## config.mk

```make
export PLATFORM = sky130hd
export DESIGN_NAME = irq_regfile
export DESIGN_NICKNAME = d
export VERILOG_FILES = /design/src/rtl/irq_regfile.sv
export SDC_FILE = /design/constraint.sdc
export NUM_CORES = 1
export LEC_CHECK = 0
export ABC_AREA = 1
export BUFFER_PORTS_ARGS = -buffer_cell sky130_fd_sc_hd__buf_2
export CORE_AREA = 2 2 162 164
export CTS_CLUSTER_DIAMETER = 30
export CTS_CLUSTER_SIZE = 12
export DETAILED_ROUTE_END_ITERATION = 16
export DIE_AREA = 0 0 164 166
export PLACE_DENSITY = 0.82
export REMOVE_ABC_BUFFERS = 1
export SYNTH_ARGS = -nofsm -noshare
export SYNTH_HDL_FRONTEND = slang
export SYNTH_SLANG_ARGS = --single-unit
```

## constraint.sdc

```tcl
create_clock -name clk -period 4 [get_ports clk]
set_input_delay 0.2 -clock clk [delete_from_list [all_inputs] [get_ports clk]]
set_output_delay 0.2 -clock clk [all_outputs]
set_load 0.1 [all_outputs]
```

## src/rtl/irq_regfile.sv

```systemverilog
module irq_regfile #(
  parameter int       N_ENT    = 16,
  parameter int       ID_W     = 4,
  parameter int       DEST_W   = 8,
  parameter logic [7:0] VERSION  = 8'h11,
  parameter logic [7:0] TBL_BASE = 8'h10
) (
  input  logic                  clk,
  input  logic                  rst_n,
  input  logic                  sel_we,
  input  logic [7:0]            sel_wdata,
  input  logic                  win_we,
  input  logic [31:0]           win_wdata,
  output logic [31:0]           win_rdata,
  output logic [7:0]            cur_index,
  output logic [ID_W-1:0]       arb_id,
  output logic [N_ENT*8-1:0]    ent_vector,
  output logic [N_ENT-1:0]      ent_level,
  output logic [N_ENT-1:0]      ent_dyn,
  output logic [N_ENT-1:0]      ent_mask,
  output logic [N_ENT*DEST_W-1:0] ent_dest
);
  localparam int EW = (N_ENT > 1) ? $clog2(N_ENT) : 1;
  localparam logic [7:0]  IDX_ID  = 8'h00;
  localparam logic [7:0]  IDX_VER = 8'h01;
  localparam logic [7:0]  IDX_ARB = 8'h02;
  localparam logic [31:0] VER_WORD = {8'h00, 8'(N_ENT - 1), 8'h00, VERSION};

  logic [7:0]      idx_q;
  logic [ID_W-1:0] id_q, arb_q;
  logic [7:0]      off;
  logic [EW-1:0]   sel;
  logic            hi, in_tbl, mapped;

  assign off    = idx_q - TBL_BASE;
  assign hi     = off[0];
  assign sel    = off[EW:1];
  assign in_tbl = (idx_q >= TBL_BASE) && (off[7:EW+1] == '0);
  assign mapped = in_tbl || idx_q == IDX_ID || idx_q == IDX_VER || idx_q == IDX_ARB;

  assign cur_index = idx_q;
  assign arb_id    = arb_q;

  always_ff @(posedge clk or negedge rst_n) begin
    if (!rst_n) begin
      idx_q <= '0;
      id_q  <= '0;
      arb_q <= '0;
    end else begin
      if (sel_we) idx_q <= sel_wdata;
      if (win_we && idx_q == IDX_ID) begin
        id_q  <= win_wdata[24 +: ID_W];
        arb_q <= win_wdata[24 +: ID_W];
      end
    end
  end

  logic [7:0]        vec_q [N_ENT];
  logic [DEST_W-1:0] dst_q [N_ENT];
  logic [N_ENT-1:0]  lvl_q, dyn_q, msk_q;

  for (genvar k = 0; k < N_ENT; k++) begin : g_ent
    always_ff @(posedge clk or negedge rst_n) begin
      if (!rst_n) begin
        vec_q[k] <= '0;
        dst_q[k] <= '0;
        lvl_q[k] <= 1'b0;
        dyn_q[k] <= 1'b0;
        msk_q[k] <= 1'b1;
      end else if (win_we && in_tbl && sel == EW'(k)) begin
        if (hi) begin
          dst_q[k] <= win_wdata[31 -: DEST_W];
        end else begin
          vec_q[k] <= win_wdata[7:0];
          dyn_q[k] <= win_wdata[8];
          lvl_q[k] <= win_wdata[15];
          msk_q[k] <= win_wdata[16];
        end
      end
    end
    assign ent_vector[k*8 +: 8]          = vec_q[k];
    assign ent_dest[k*DEST_W +: DEST_W]  = dst_q[k];
  end

  assign ent_level = lvl_q;
  assign ent_dyn   = dyn_q;
  assign ent_mask  = msk_q;

  always_comb begin
    win_rdata = '0;
    if (idx_q == IDX_ID)       win_rdata[24 +: ID_W] = id_q;
    else if (idx_q == IDX_VER) win_rdata = VER_WORD;
    else if (idx_q == IDX_ARB) win_rdata[24 +: ID_W] = arb_q;
    else if (in_tbl) begin
      if (hi) win_rdata[31 -: DEST_W] = dst_q[sel];
      else    win_rdata = {15'h0, msk_q[sel], lvl_q[sel], 6'h0, dyn_q[sel], vec_q[sel]};
    end
  end

  assert_arb_loads_from_id_R4: assert property (@(posedge clk) disable iff (!rst_n)
    (win_we && cur_index == IDX_ID) |=> (arb_id == $past(win_wdata[24 +: ID_W])));

  assert_arb_only_via_id_R6: assert property (@(posedge clk) disable iff (!rst_n)
    !(win_we && cur_index == IDX_ID) |=> $stable(arb_id));

  assert_version_word_R5: assert property (@(posedge clk) disable iff (!rst_n)
    (cur_index == IDX_VER) |-> (win_rdata == VER_WORD));

  assert_unmapped_reads_zero_R9: assert property (@(posedge clk) disable iff (!rst_n)
    !mapped |-> (win_rdata == 32'h0));

  assert_unmapped_write_inert_R9: assert property (@(posedge clk) disable iff (!rst_n)
    (win_we && !mapped) |=> ($stable(ent_vector) && $stable(ent_dest) && $stable(ent_mask)
                             && $stable(ent_level) && $stable(ent_dyn) && $stable(arb_id)));

  assert_low_reserved_zero_R7: assert property (@(posedge clk) disable iff (!rst_n)
    (in_tbl && !hi) |-> (win_rdata[31:17] == 15'h0 && win_rdata[14:9] == 6'h0));

  assert_index_load_R2: assert property (@(posedge clk) disable iff (!rst_n)
    sel_we |=> (cur_index == $past(sel_wdata)));
endmodule

```

# Word-level counts from Yosys, hierarchy flattened
# Index checks and enable logic that the tools add are counted.
# totals
ff_bits	316
out_inout_bits	348
wordCells	181
latchBits	0
mem_bits_rw	0
mem_count	0
in_bits	44
rom_bits	0
# op_classes
bitwise_logic	2
div	0
n_reduce_logical	54
multipliers	0
n_mux	22
shifts	0
eq_ne	17
addsub	1
order_cmp	3
# ops
op	n
$bmux 8 s4	2
$mux 32	2
$reduce_and 2->1	32
$mux 24	2
$mux 8	5
$eq 4x4->1 const B	8
$logic_and 1x1->1	19
$mux 17	1
$eq 4x3->1 const B	4
$mux 4	4
$bmux 1 s4	3
$eq 4x2->1 const B	2
$eq 8x1->1 const B	1
$eq 8x2->1 const B	1
$ge 8x5->1 const B	1
$logic_not 8->1	1
$sub 8x5->8 const B	1
$ge 5x5->1 const B	1
$lt 4x5->1 const B	1
$not 4->5	1
$eq 4x1->1 const B	1
$logic_not 4->1	1
$logic_not 3->1	1
$mux 1	3
$not 1->1	1

# Longest topological paths before layout
# Gate-level depths: netlist of the first run.
# depth
word_depth	10
depth_mapped	14
ltp_nobuf	11

# Least setup slack after synthesis of the first run
# OpenSTA, ideal clock, no wires.
# synth_path
kind	register to output
start	register idx_q[0], in the netlist cur_index[0]
end	output win_rdata[0]
n_path_buf	2
arrival_time_ns	5.464
path_stages_with_launch	7
setup_slack_ns	-1.664
required_ns	3.800
path_cell_list	dfrtp_1 buf_4 inv_1 clkbuf_1 nor4_2 inv_1 a21oi_1
# synth_via
elab_chain_cells	10
elab_cells_between_ends	16
cone_classes	add/sub (1); order compare (1); eq/ne (2); mux (8); bitwise (1); reduce/logical (3)
# synth_rtl
element	line_no	rtl
start, declared	29	logic [7:0] idx_q;
start signal, assigned	50	if (sel_we) idx_q <= sel_wdata;
$sub 8x5->8	35	assign off = idx_q - TBL_BASE;
$not 4->5 (implied by the code)	96	else win_rdata = {15'h0, msk_q[sel], lvl_q[sel], 6'h0, dyn_q[sel], vec_q[sel]};
$bmux 8 s4	96	
$mux 8 (implied by the code) (2 in a row)	96	
$mux 17	95	if (hi) win_rdata[31 -: DEST_W] = dst_q[sel];
$mux 32	94	else if (in_tbl) begin
$mux 24	93	else if (idx_q == IDX_ARB) win_rdata[24 +: ID_W] = arb_q;
$mux 32	92	else if (idx_q == IDX_VER) win_rdata = VER_WORD;
$mux 24 *	91	if (idx_q == IDX_ID) win_rdata[24 +: ID_W] = id_q;
end, declared	14	output logic [31:0] win_rdata,
# Every way passes the cells marked *; elsewhere a longest branch is shown, timed or not. The select of a mux whose other input is x is not followed.

# Worst setup path after layout of the first run
# layout_path
start	register idx_q[1], in the netlist cur_index[1]
end	output win_rdata[2]
# Same word-level chain as after synthesis.

==> results of run 1 <==
==> per-layer routing <==
layer	global-route usage (%)	part of all wire [%]	vias up
met5	0	0	-
met4	19.9	5.8	0
met3	8.74	11	198
met2	56.9	45	1002
met1	49.8	38	6810
li1	-	-	6347
==> worst max-delay path: stages (launching register included) <==
cell and delay, ns:
sky130_fd_sc_hd__dfrtp_2 0.60, sky130_fd_sc_hd__buf_4 0.35, sky130_fd_sc_hd__nand2_1 0.29, sky130_fd_sc_hd__o31ai_1 0.11, sky130_fd_sc_hd__nor2_1 0.28, sky130_fd_sc_hd__nand2_1 0.47, sky130_fd_sc_hd__nor2_1 0.32, sky130_fd_sc_hd__buf_2 0.47
==> power by group through the flow <==
stage | registers (mW) | logic, mW | clock network, mW
2_1_floorplan | 7.10 | 0.774 | 0
3_3_place_gp | 4.03 | 4.75 | 0
3_5_place_dp | 4.05 | 4.80 | 0
4_1_cts | 4.01 | 4.83 | 5.33
5_1_grt | 4.07 | 5.01 | 5.50
6_report | 4.03 | 4.84 | 5.32
==> state kept, by name, indices dropped and copies added, names as in the netlist <==
signal      flops
ent_dyn        16
ent_dest      128
ent_level      16
arb_id          4
cur_index       8
ent_vector    128
ent_mask       16
==> final timing paths <==
path,end,slack (ns),cells past startpoint
min in group asynchronous,ent_dest[75]$_DFFE_PN0P_,0.32,2
max in group asynchronous,ent_dest[77]$_DFFE_PN0P_,2.59,3
max reg2reg,ent_dest[0]$_DFFE_PN0P_,0.92,6
max,win_rdata[2],0.35,7
min,cur_index[4]$_DFFE_PN0P_,0.02,3
min reg2reg,ent_mask[14]$_DFFE_PN1P_,0.48,2
==> cell families after synthesis <==
| group | after synthesis |
|---|---|
| AO/OA/AOI/OAI | 455 |
| adder cells (fa/ha/maj) | 2 |
| buffers and inverters | 168 |
| flip-flops | 316 |
| other | 1 |
| AND/OR/NAND/NOR | 758 |
==> stage by stage <==
stage | setup TNS (ns) | power [mW]
2_1_floorplan | -108.03 | 7.88
3_3_place_gp | 0 | 8.78
3_5_place_dp | 0 | 8.85
4_1_cts | 0 | 14.2
5_1_grt | 0 | 14.6
6_report | 0 | 14.2
==> cell type report <==
cell class	instances	area [um2]
fill	1826	6900
clock inverter	27	498
sequential	316	7930
inverter	36	135
timing repair buffer	410	2420
tap	335	419
clock buffer	77	1630
multi-input combinational	1225	5680
==> cells in the final DEF, fill, tap and decap left out, types with 2 or more instances in the layout <==
| cell type | n |
|---|---|
| sky130_fd_sc_hd__nand2_1 | 664 |
| sky130_fd_sc_hd__nor2_2 | 6 |
| sky130_fd_sc_hd__inv_1 | 29 |
| sky130_fd_sc_hd__nor2_1 | 27 |
| sky130_fd_sc_hd__clkbuf_16 | 57 |
| sky130_fd_sc_hd__o21ai_1 | 296 |
| sky130_fd_sc_hd__inv_2 | 7 |
| sky130_fd_sc_hd__nand4_1 | 3 |
| sky130_fd_sc_hd__buf_2 | 354 |
| sky130_fd_sc_hd__nor2_4 | 3 |
| sky130_fd_sc_hd__nor3_1 | 12 |
| sky130_fd_sc_hd__buf_4 | 30 |
| sky130_fd_sc_hd__ha_1 | 2 |
| sky130_fd_sc_hd__conb_1 | 10 |
| sky130_fd_sc_hd__clkbuf_8 | 13 |
| sky130_fd_sc_hd__nand3_1 | 25 |
| sky130_fd_sc_hd__o21ai_2 | 8 |
| sky130_fd_sc_hd__clkbuf_1 | 7 |
| sky130_fd_sc_hd__nand3_2 | 14 |
| sky130_fd_sc_hd__a22oi_1 | 96 |
| sky130_fd_sc_hd__bufinv_16 | 14 |
| sky130_fd_sc_hd__dfrtp_1 | 299 |
| sky130_fd_sc_hd__clkinv_2 | 9 |
| sky130_fd_sc_hd__dfstp_2 | 16 |
| sky130_fd_sc_hd__o21ai_0 | 23 |
| sky130_fd_sc_hd__buf_12 | 16 |
| sky130_fd_sc_hd__dlygate4sd3_1 | 9 |
| sky130_fd_sc_hd__clkinvlp_4 | 2 |
| sky130_fd_sc_hd__a21oi_1 | 30 |
==> impl_metrics.xml, run 1 <==
<?xml version="1.0" encoding="UTF-8"?>
<metrics>
  <group name="yosys">
    <metric name="synth_sequential_area_ratio" unit="%">55.4</metric>
    <metric name="synth.area.mux_share" unit="%">0</metric>
    <metric name="largest_family_of_logic_cells_by_synthesized_area" unit="">simple AND/OR/NAND/NOR gates</metric>
    <metric name="synth_top_cells_by_area" unit="">sky130_fd_sc_hd__dfrtp_1 52%, sky130_fd_sc_hd__nand2_1 17%, sky130_fd_sc_hd__o21ai_1 10%</metric>
    <metric name="post_synth_instance_area" unit="um2">14300</metric>
    <metric name="postSynth.asyncResetShare" unit="%">100</metric>
    <metric name="synth.top_cell.area_share" unit="%">52.5</metric>
    <metric name="synth_seq_cells" unit="">316</metric>
    <metric name="post-synth-top-count-cell" unit="">sky130_fd_sc_hd__nand2_1</metric>
    <metric name="syn_inst" unit="">1700</metric>
    <metric name="synth_simple_gate_area_share" unit="%">21.4</metric>
    <metric name="netlist.top_cell.by_area" unit="">sky130_fd_sc_hd__dfrtp_1</metric>
    <metric name="synth_xor_area_share" unit="%">0</metric>
    <metric name="adder_cell_share_of_the_synthesized_area" unit="%">0.175</metric>
    <metric name="synth_compound_gate_area_share" unit="%">17.8</metric>
    <metric name="avgSynthCellArea" unit="um2">8.42</metric>
    <metric name="synth_warnings" unit="">0</metric>
    <metric name="yosys-top-cells-count" unit="">664 x sky130_fd_sc_hd__nand2_1, 300 x sky130_fd_sc_hd__dfrtp_1, 296 x sky130_fd_sc_hd__o21ai_1</metric>
    <metric name="dominant_register_cell_in_the_synthesized_netlist" unit="">sky130_fd_sc_hd__dfrtp_1</metric>
    <metric name="synth_edf_count" unit="">0</metric>
    <metric name="yosysUniqueCellTypes" unit="">31</metric>
  </group>
  <group name="power">
    <metric name="internal-power" unit="mW">8.03</metric>
    <metric name="proportion_of_power_drawn_by_the_clock_network" unit="%">37.5</metric>
    <metric name="power-per-cell-area" unit="nW/um2">758</metric>
    <metric name="p_sw" unit="mW">6.16</metric>
    <metric name="max-vdd-ir-drop" unit="mV">0.517</metric>
    <metric name="power_frac_seq" unit="%">28.4</metric>
    <metric name="comb_power_share" unit="%">34.1</metric>
    <metric name="swShare" unit="%">43.4</metric>
    <metric name="leak_pwr" unit="nW">9.76</metric>
  </group>
  <group name="grt">
    <metric name="grt_antenna_before_repair" unit="">0</metric>
    <metric name="aggregate_global_routing_overflow" unit="">0</metric>
    <metric name="wire_length_of_the_first_global_routing_pass" unit="um">78200</metric>
    <metric name="grt_pass1_vias" unit="">13788</metric>
    <metric name="grtUsageTotal" unit="%">37.3</metric>
    <metric name="grt_max_degree" unit="">116</metric>
  </group>
  <group name="routing">
    <metric name="route.final.wire_length" unit="um">50900</metric>
    <metric name="drtAntennaViolNets" unit="">0</metric>
    <metric name="iteration_count_of_the_initial_detailed_routing_pass" unit="">6</metric>
    <metric name="routed_vias" unit="">14357</metric>
    <metric name="drt_iter0_drc" unit="">1787</metric>
    <metric name="wl_per_cell" unit="um">21.0</metric>
    <metric name="route.detailed.drc" unit="">0</metric>
    <metric name="avgViaCountPerCell" unit="">5.92</metric>
  </group>
  <group name="timing">
    <metric name="finalSetupViolCount" unit="">0</metric>
    <metric name="clock-skew-final" unit="ns">0.0143</metric>
    <metric name="final.hold.worst_slack" unit="ns">0.0226</metric>
    <metric name="number_of_hold_slack_violations_in_the_final_timing_report" unit="">0</metric>
    <metric name="final_min_period_over_clock_period" unit="%">91.2</metric>
    <metric name="layout_setup_ws" unit="ns">0.351</metric>
    <metric name="max_slew_margin" unit="%">32.1</metric>
    <metric name="fmaxAchievable" unit="GHz">0.274</metric>
    <metric name="max_slew_vio_count" unit="">0</metric>
    <metric name="finalCriticalPeriod" unit="ns">3.65</metric>
    <metric name="worst_pin_slew" unit="ns">1.02</metric>
    <metric name="rsz0062_at_grt" unit="">false</metric>
  </group>
  <group name="finish">
    <metric name="final_cells" unit="">2426</metric>
    <metric name="layout-drive-gt1-share" unit="%">26.6</metric>
    <metric name="synthToLayoutAreaGrowth" unit="%">30.8</metric>
    <metric name="post-route-util" unit="%">73.1</metric>
    <metric name="antennaDiodeCount" unit="">0</metric>
    <metric name="stdcell_area" unit="um2">18700</metric>
    <metric name="nNetsFinal" unit="">2092</metric>
  </group>
  <group name="clock_network">
    <metric name="ctsHoldBuffers" unit="">9</metric>
    <metric name="htreeDepth" unit="">2</metric>
    <metric name="ctsRootBufferMaster" unit="">sky130_fd_sc_hd__clkbuf_16</metric>
    <metric name="worst_skew_pair.late_latency" unit="ns">0.56</metric>
    <metric name="cts_made_buffers" unit="">57</metric>
    <metric name="clock_tree_from_tritoncts" unit="">built</metric>
    <metric name="cts_resized" unit="">0</metric>
    <metric name="clock_sink_count" unit="">316</metric>
    <metric name="clk_path_buf_depth" unit="">3</metric>
    <metric name="clkSlewWorstSetupHoldPaths" unit="ns">0.05</metric>
    <metric name="cts_post_setup_buffers_inserted" unit="">0</metric>
  </group>
  <group name="setup_path">
    <metric name="critical_path.endpoint_type" unit="">output port</metric>
    <metric name="setup.worst_path.class" unit="">flip-flop to output port</metric>
    <metric name="timing.critical_path.from_type" unit="">flip-flop</metric>
    <metric name="critical_path.startpoint" unit="">cur_index[1]$_DFFE_PN0P_</metric>
    <metric name="required_time_reported_for_the_critical_path_endpoint" unit="ns">3.80</metric>
    <metric name="critical_path.reg2reg.startpoint" unit="">cur_index[3]$_DFFE_PN0P_</metric>
    <metric name="critPathArrivalTime" unit="ns">3.45</metric>
    <metric name="critical_path_peak_fanout" unit="">34</metric>
  </group>
  <group name="place">
    <metric name="gp_congestion" unit="">0.854</metric>
    <metric name="io_buffer_count" unit="">368</metric>
    <metric name="post-place-ws" unit="ns">1.04</metric>
    <metric name="post_dp_cell_area" unit="um2">16500</metric>
    <metric name="place_inst" unit="">2313</metric>
    <metric name="detailed_place_hpwl" unit="um">31900</metric>
  </group>
  <group name="floorplan">
    <metric name="starting_utilization_of_the_core_area" unit="%">55.9</metric>
    <metric name="dieWidth" unit="um">164</metric>
    <metric name="rows" unit="">59</metric>
    <metric name="die_y" unit="um">166</metric>
    <metric name="die_area" unit="um2">27200</metric>
    <metric name="pin_count" unit="">392</metric>
    <metric name="core_area" unit="um2">25600</metric>
  </group>
  <group name="min_path">
    <metric name="worstHoldStart" unit="">sel_we</metric>
    <metric name="hold_class" unit="">primary input to flip-flop</metric>
  </group>
  <group name="run_status">
    <metric name="status" unit="">finished clean</metric>
  </group>
  <group name="flow_run">
    <metric name="max_cap_violations" unit="">0</metric>
  </group>
</metrics>
No activity file was read; power rests on OpenSTA's default activity.
==> run 2: changes to the inputs <==
BUFFER_PORTS_ARGS = default   (was -buffer_cell sky130_fd_sc_hd__buf_2)
CORE_AREA = 2 2 152 154   (was 2 2 162 164)
DIE_AREA = 0 0 154 156   (was 0 0 164 166)
DONT_BUFFER_PORTS = 1   (was default)
PLACE_DENSITY = 0.77   (was 0.82)
==> run 2 against run 1 <==
- via count is 9.4% lower
- global-route usage increased by 1.9 points
- final cell count shrank 15%
- hold slack lost 0.68 ns
- sequential power is 75% higher
- the flow now finishes with violations (negative hold slack)
- combinational power shrank 72%
- critical endpoint is now win_rdata[28]
- wire length fell by 5.1%
- die area fell by 12%
- core utilization increased by 3.9 points
- highest routed layer unchanged
- worst setup slack worse by 0.024 ns
- largest cell class unchanged
- largest power group is now sequential cells
==> impl_metrics.xml, run 2 (synthesis gave the netlist of run 1 again) <==
<?xml version="1.0" encoding="UTF-8"?>
<metrics>
  <group name="run_status">
    <metric name="status" unit="">finished, violations left</metric>
    <metric name="failed_checks" unit="">negative hold slack</metric>
  </group>
  <group name="power">
    <metric name="design_power_total" unit="mW">13.6</metric>
    <metric name="max-vdd-ir-drop" unit="mV">0.554</metric>
    <metric name="leak_pwr" unit="nW">8.05</metric>
    <metric name="power-per-cell-area" unit="nW/um2">788</metric>
  </group>
  <group name="routing">
    <metric name="drt_iter0_drc" unit="">1612</metric>
    <metric name="drtAntennaViolNets" unit="">0</metric>
    <metric name="routed_vias" unit="">13008</metric>
    <metric name="avgViaCountPerCell" unit="">6.32</metric>
    <metric name="wl_per_cell" unit="um">23.4</metric>
    <metric name="route.final.wire_length" unit="um">48300</metric>
    <metric name="route.detailed.drc" unit="">0</metric>
    <metric name="iteration_count_of_the_initial_detailed_routing_pass" unit="">8</metric>
  </group>
  <group name="finish">
    <metric name="layout-drive-gt1-share" unit="%">14.4</metric>
    <metric name="nFillCells" unit="">1535</metric>
    <metric name="layout.cells.most_common" unit="">sky130_fd_sc_hd__nand2_1</metric>
    <metric name="final_cells" unit="">2059</metric>
    <metric name="commonest_cells_after_routing_fill_and_taps_aside" unit="">664 x sky130_fd_sc_hd__nand2_1, 297 x sky130_fd_sc_hd__dfrtp_1, 296 x sky130_fd_sc_hd__o21ai_1, 96 x sky130_fd_sc_hd__a22oi_1, 62 x sky130_fd_sc_hd__clkbuf_16</metric>
    <metric name="synthToLayoutAreaGrowth" unit="%">20.3</metric>
    <metric name="antennaDiodeCount" unit="">0</metric>
    <metric name="post-route-util" unit="%">77.0</metric>
    <metric name="nNetsFinal" unit="">1770</metric>
  </group>
  <group name="clock_network">
    <metric name="cts_resized" unit="">0</metric>
    <metric name="clock_tree_from_tritoncts" unit="">built</metric>
    <metric name="htreeDepth" unit="">2</metric>
    <metric name="cts_post_setup_buffers_inserted" unit="">0</metric>
    <metric name="ctsHoldBuffers" unit="">10</metric>
    <metric name="worst_skew_pair.late_latency" unit="ns">0.57</metric>
    <metric name="cts_made_buffers" unit="">60</metric>
    <metric name="clk_path_buf_depth" unit="">3</metric>
    <metric name="ctsRootBufferMaster" unit="">sky130_fd_sc_hd__clkbuf_16</metric>
    <metric name="clock_sink_count" unit="">316</metric>
    <metric name="clkSlewWorstSetupHoldPaths" unit="ns">0.05</metric>
  </group>
  <group name="place">
    <metric name="gp_congestion" unit="">0.891</metric>
    <metric name="detailed_place_hpwl" unit="um">29900</metric>
    <metric name="io_buffer_count" unit="">0</metric>
    <metric name="post-place-ws" unit="ns">0.980</metric>
    <metric name="place_inst" unit="">1937</metric>
  </group>
  <group name="setup_path">
    <metric name="critical_path.reg2reg.startpoint" unit="">cur_index[5]$_DFFE_PN0P_</metric>
    <metric name="r2r_setup_slack" unit="ns">0.89</metric>
    <metric name="critical-path-slowest-cell" unit="">sky130_fd_sc_hd__dfrtp_2</metric>
    <metric name="path_common_cell" unit="">sky130_fd_sc_hd__nand2_1</metric>
    <metric name="r2r-end" unit="">ent_dest[96]$_DFFE_PN0P_</metric>
    <metric name="setup.worst_path.class" unit="">flip-flop to output port</metric>
    <metric name="cp_cell_sequence" unit="">inv_2, nor2_4, buf_4, buf_4, a22oi_1, nand2_1, nand2_1, nand2_1, nor3_1, nor2_2, buf_12</metric>
    <metric name="critical_path.startpoint" unit="">cur_index[2]$_DFFE_PN0P_</metric>
    <metric name="slowest_delay" unit="ns">0.61</metric>
    <metric name="r2r.worst_path.cells" unit="">8</metric>
    <metric name="critical_path.endpoint_type" unit="">output port</metric>
    <metric name="required_time_reported_for_the_critical_path_endpoint" unit="ns">3.80</metric>
    <metric name="critical_path_peak_fanout" unit="">37</metric>
    <metric name="timing.critical_path.from_type" unit="">flip-flop</metric>
    <metric name="critPathArrivalTime" unit="ns">3.47</metric>
  </group>
  <group name="floorplan">
    <metric name="die_area" unit="um2">24000</metric>
    <metric name="die_y" unit="um">156</metric>
    <metric name="core_area" unit="um2">22400</metric>
    <metric name="starting_utilization_of_the_core_area" unit="%">64.0</metric>
    <metric name="dieWidth" unit="um">154</metric>
    <metric name="rows" unit="">55</metric>
    <metric name="pin_count" unit="">392</metric>
  </group>
  <group name="grt">
    <metric name="aggregate_global_routing_overflow" unit="">0</metric>
    <metric name="grt_antenna_before_repair" unit="">0</metric>
    <metric name="wire_length_of_the_first_global_routing_pass" unit="um">72200</metric>
    <metric name="grtUsageTotal" unit="%">39.3</metric>
    <metric name="grt_max_degree" unit="">317</metric>
    <metric name="grt_pass1_vias" unit="">12413</metric>
  </group>
  <group name="timing">
    <metric name="clock-skew-final" unit="ns">0.0274</metric>
    <metric name="final.hold.worst_slack" unit="ns">-0.659</metric>
    <metric name="rsz0062_at_grt" unit="">false</metric>
    <metric name="fmaxAchievable" unit="GHz">0.272</metric>
    <metric name="number_of_hold_slack_violations_in_the_final_timing_report" unit="">316</metric>
    <metric name="max_slew_vio_count" unit="">0</metric>
    <metric name="layout_setup_ws" unit="ns">0.327</metric>
    <metric name="finalSetupViolCount" unit="">0</metric>
    <metric name="final_min_period_over_clock_period" unit="%">91.8</metric>
    <metric name="worst_pin_slew" unit="ns">1.18</metric>
    <metric name="max_slew_margin" unit="%">21.1</metric>
    <metric name="finalCriticalPeriod" unit="ns">3.67</metric>
  </group>
  <group name="min_path">
    <metric name="hold_class" unit="">primary input to async pin</metric>
  </group>
  <group name="flow_run">
    <metric name="max_cap_violations" unit="">0</metric>
  </group>
</metrics>
## run 2: changes by cell type in the layout (fill, tap and decap cells not counted), moves of 5 or more
cell / change
sky130_fd_sc_hd__buf_2: -354
sky130_fd_sc_hd__buf_4: +25
sky130_fd_sc_hd__nor2_1: -12
sky130_fd_sc_hd__nor2_2: +12
sky130_fd_sc_hd__bufinv_16: -7
sky130_fd_sc_hd__clkinvlp_4: +6
sky130_fd_sc_hd__clkbuf_16: +5
## run 2: power breakdown
group	internal, mW	leakage (nW)	total (mW)	switching, mW
Clock	3.52	1.03	5.17	1.65
Sequential	3.58	4.26	7.04	3.47
Combinational	0.410	2.76	1.36	0.951
Total	7.51	8.05	13.6	6.07
## run 2: cell type report
| class | instances | area [um2] | share of cell area [%] |
|---|---|---|---|
| timing repair buffer | 85 | 928 | 5.39 |
| multi-input combinational | 1225 | 5730 | 33.3 |
| tap | 285 | 357 | 2.07 |
| sequential | 316 | 7930 | 46.1 |
| clock buffer | 83 | 1770 | 10.3 |
| inverter | 36 | 135 | 0.785 |
| clock inverter | 29 | 363 | 2.11 |
## run 2: metrics by stage
step,hold slack [ns],TNS [ns],area (um2)
6_report,-0.659,0,17200
5_1_grt,-0.680,0,17200
4_1_cts,-0.669,0,17200
3_5_place_dp,-0.0883,0,15000
3_3_place_gp,-0.0880,0,15000
2_1_floorplan,-0.0956,-108.03,13700
## run 2: critical path, delay by kind of cell, from the launching register on
| kind | cells | cell delay, ns |
|---|---|---|
| buf+inv | 4 | 1.41 |
| simple gates | 6 | 0.69 |
| flops | 1 | 0.61 |
| compound gates | 1 | 0.15 |
## run 2: worst max-delay path by stage
stage                           endpoint  slack [ns]  cells after the start
6_report                   win_rdata[28]        0.33                     11
5_1_grt                     win_rdata[3]        0.15                     10
4_1_cts                     win_rdata[7]        0.40                     10
3_5_place_dp   ent_dest[101]$_DFFE_PN0P_        0.98                      8
3_3_place_gp               win_rdata[28]        1.01                     11
2_1_floorplan               win_rdata[0]       -6.11                      5
## run 2: metal layers
| metal | wire, um | up-vias | part of all wire (%) | GRT usage [%] |
|---|---|---|---|---|
| met4 | 2260 | 0 | 4.7 | 19.0 |
| met3 | 6100 | 177 | 13 | 14.3 |
| met2 | 22400 | 942 | 46 | 61.3 |
| met5 | 0 | - | 0 | 0 |
| li1 | - | 5709 | - | - |
| met1 | 17600 | 6180 | 36 | 49.0 |
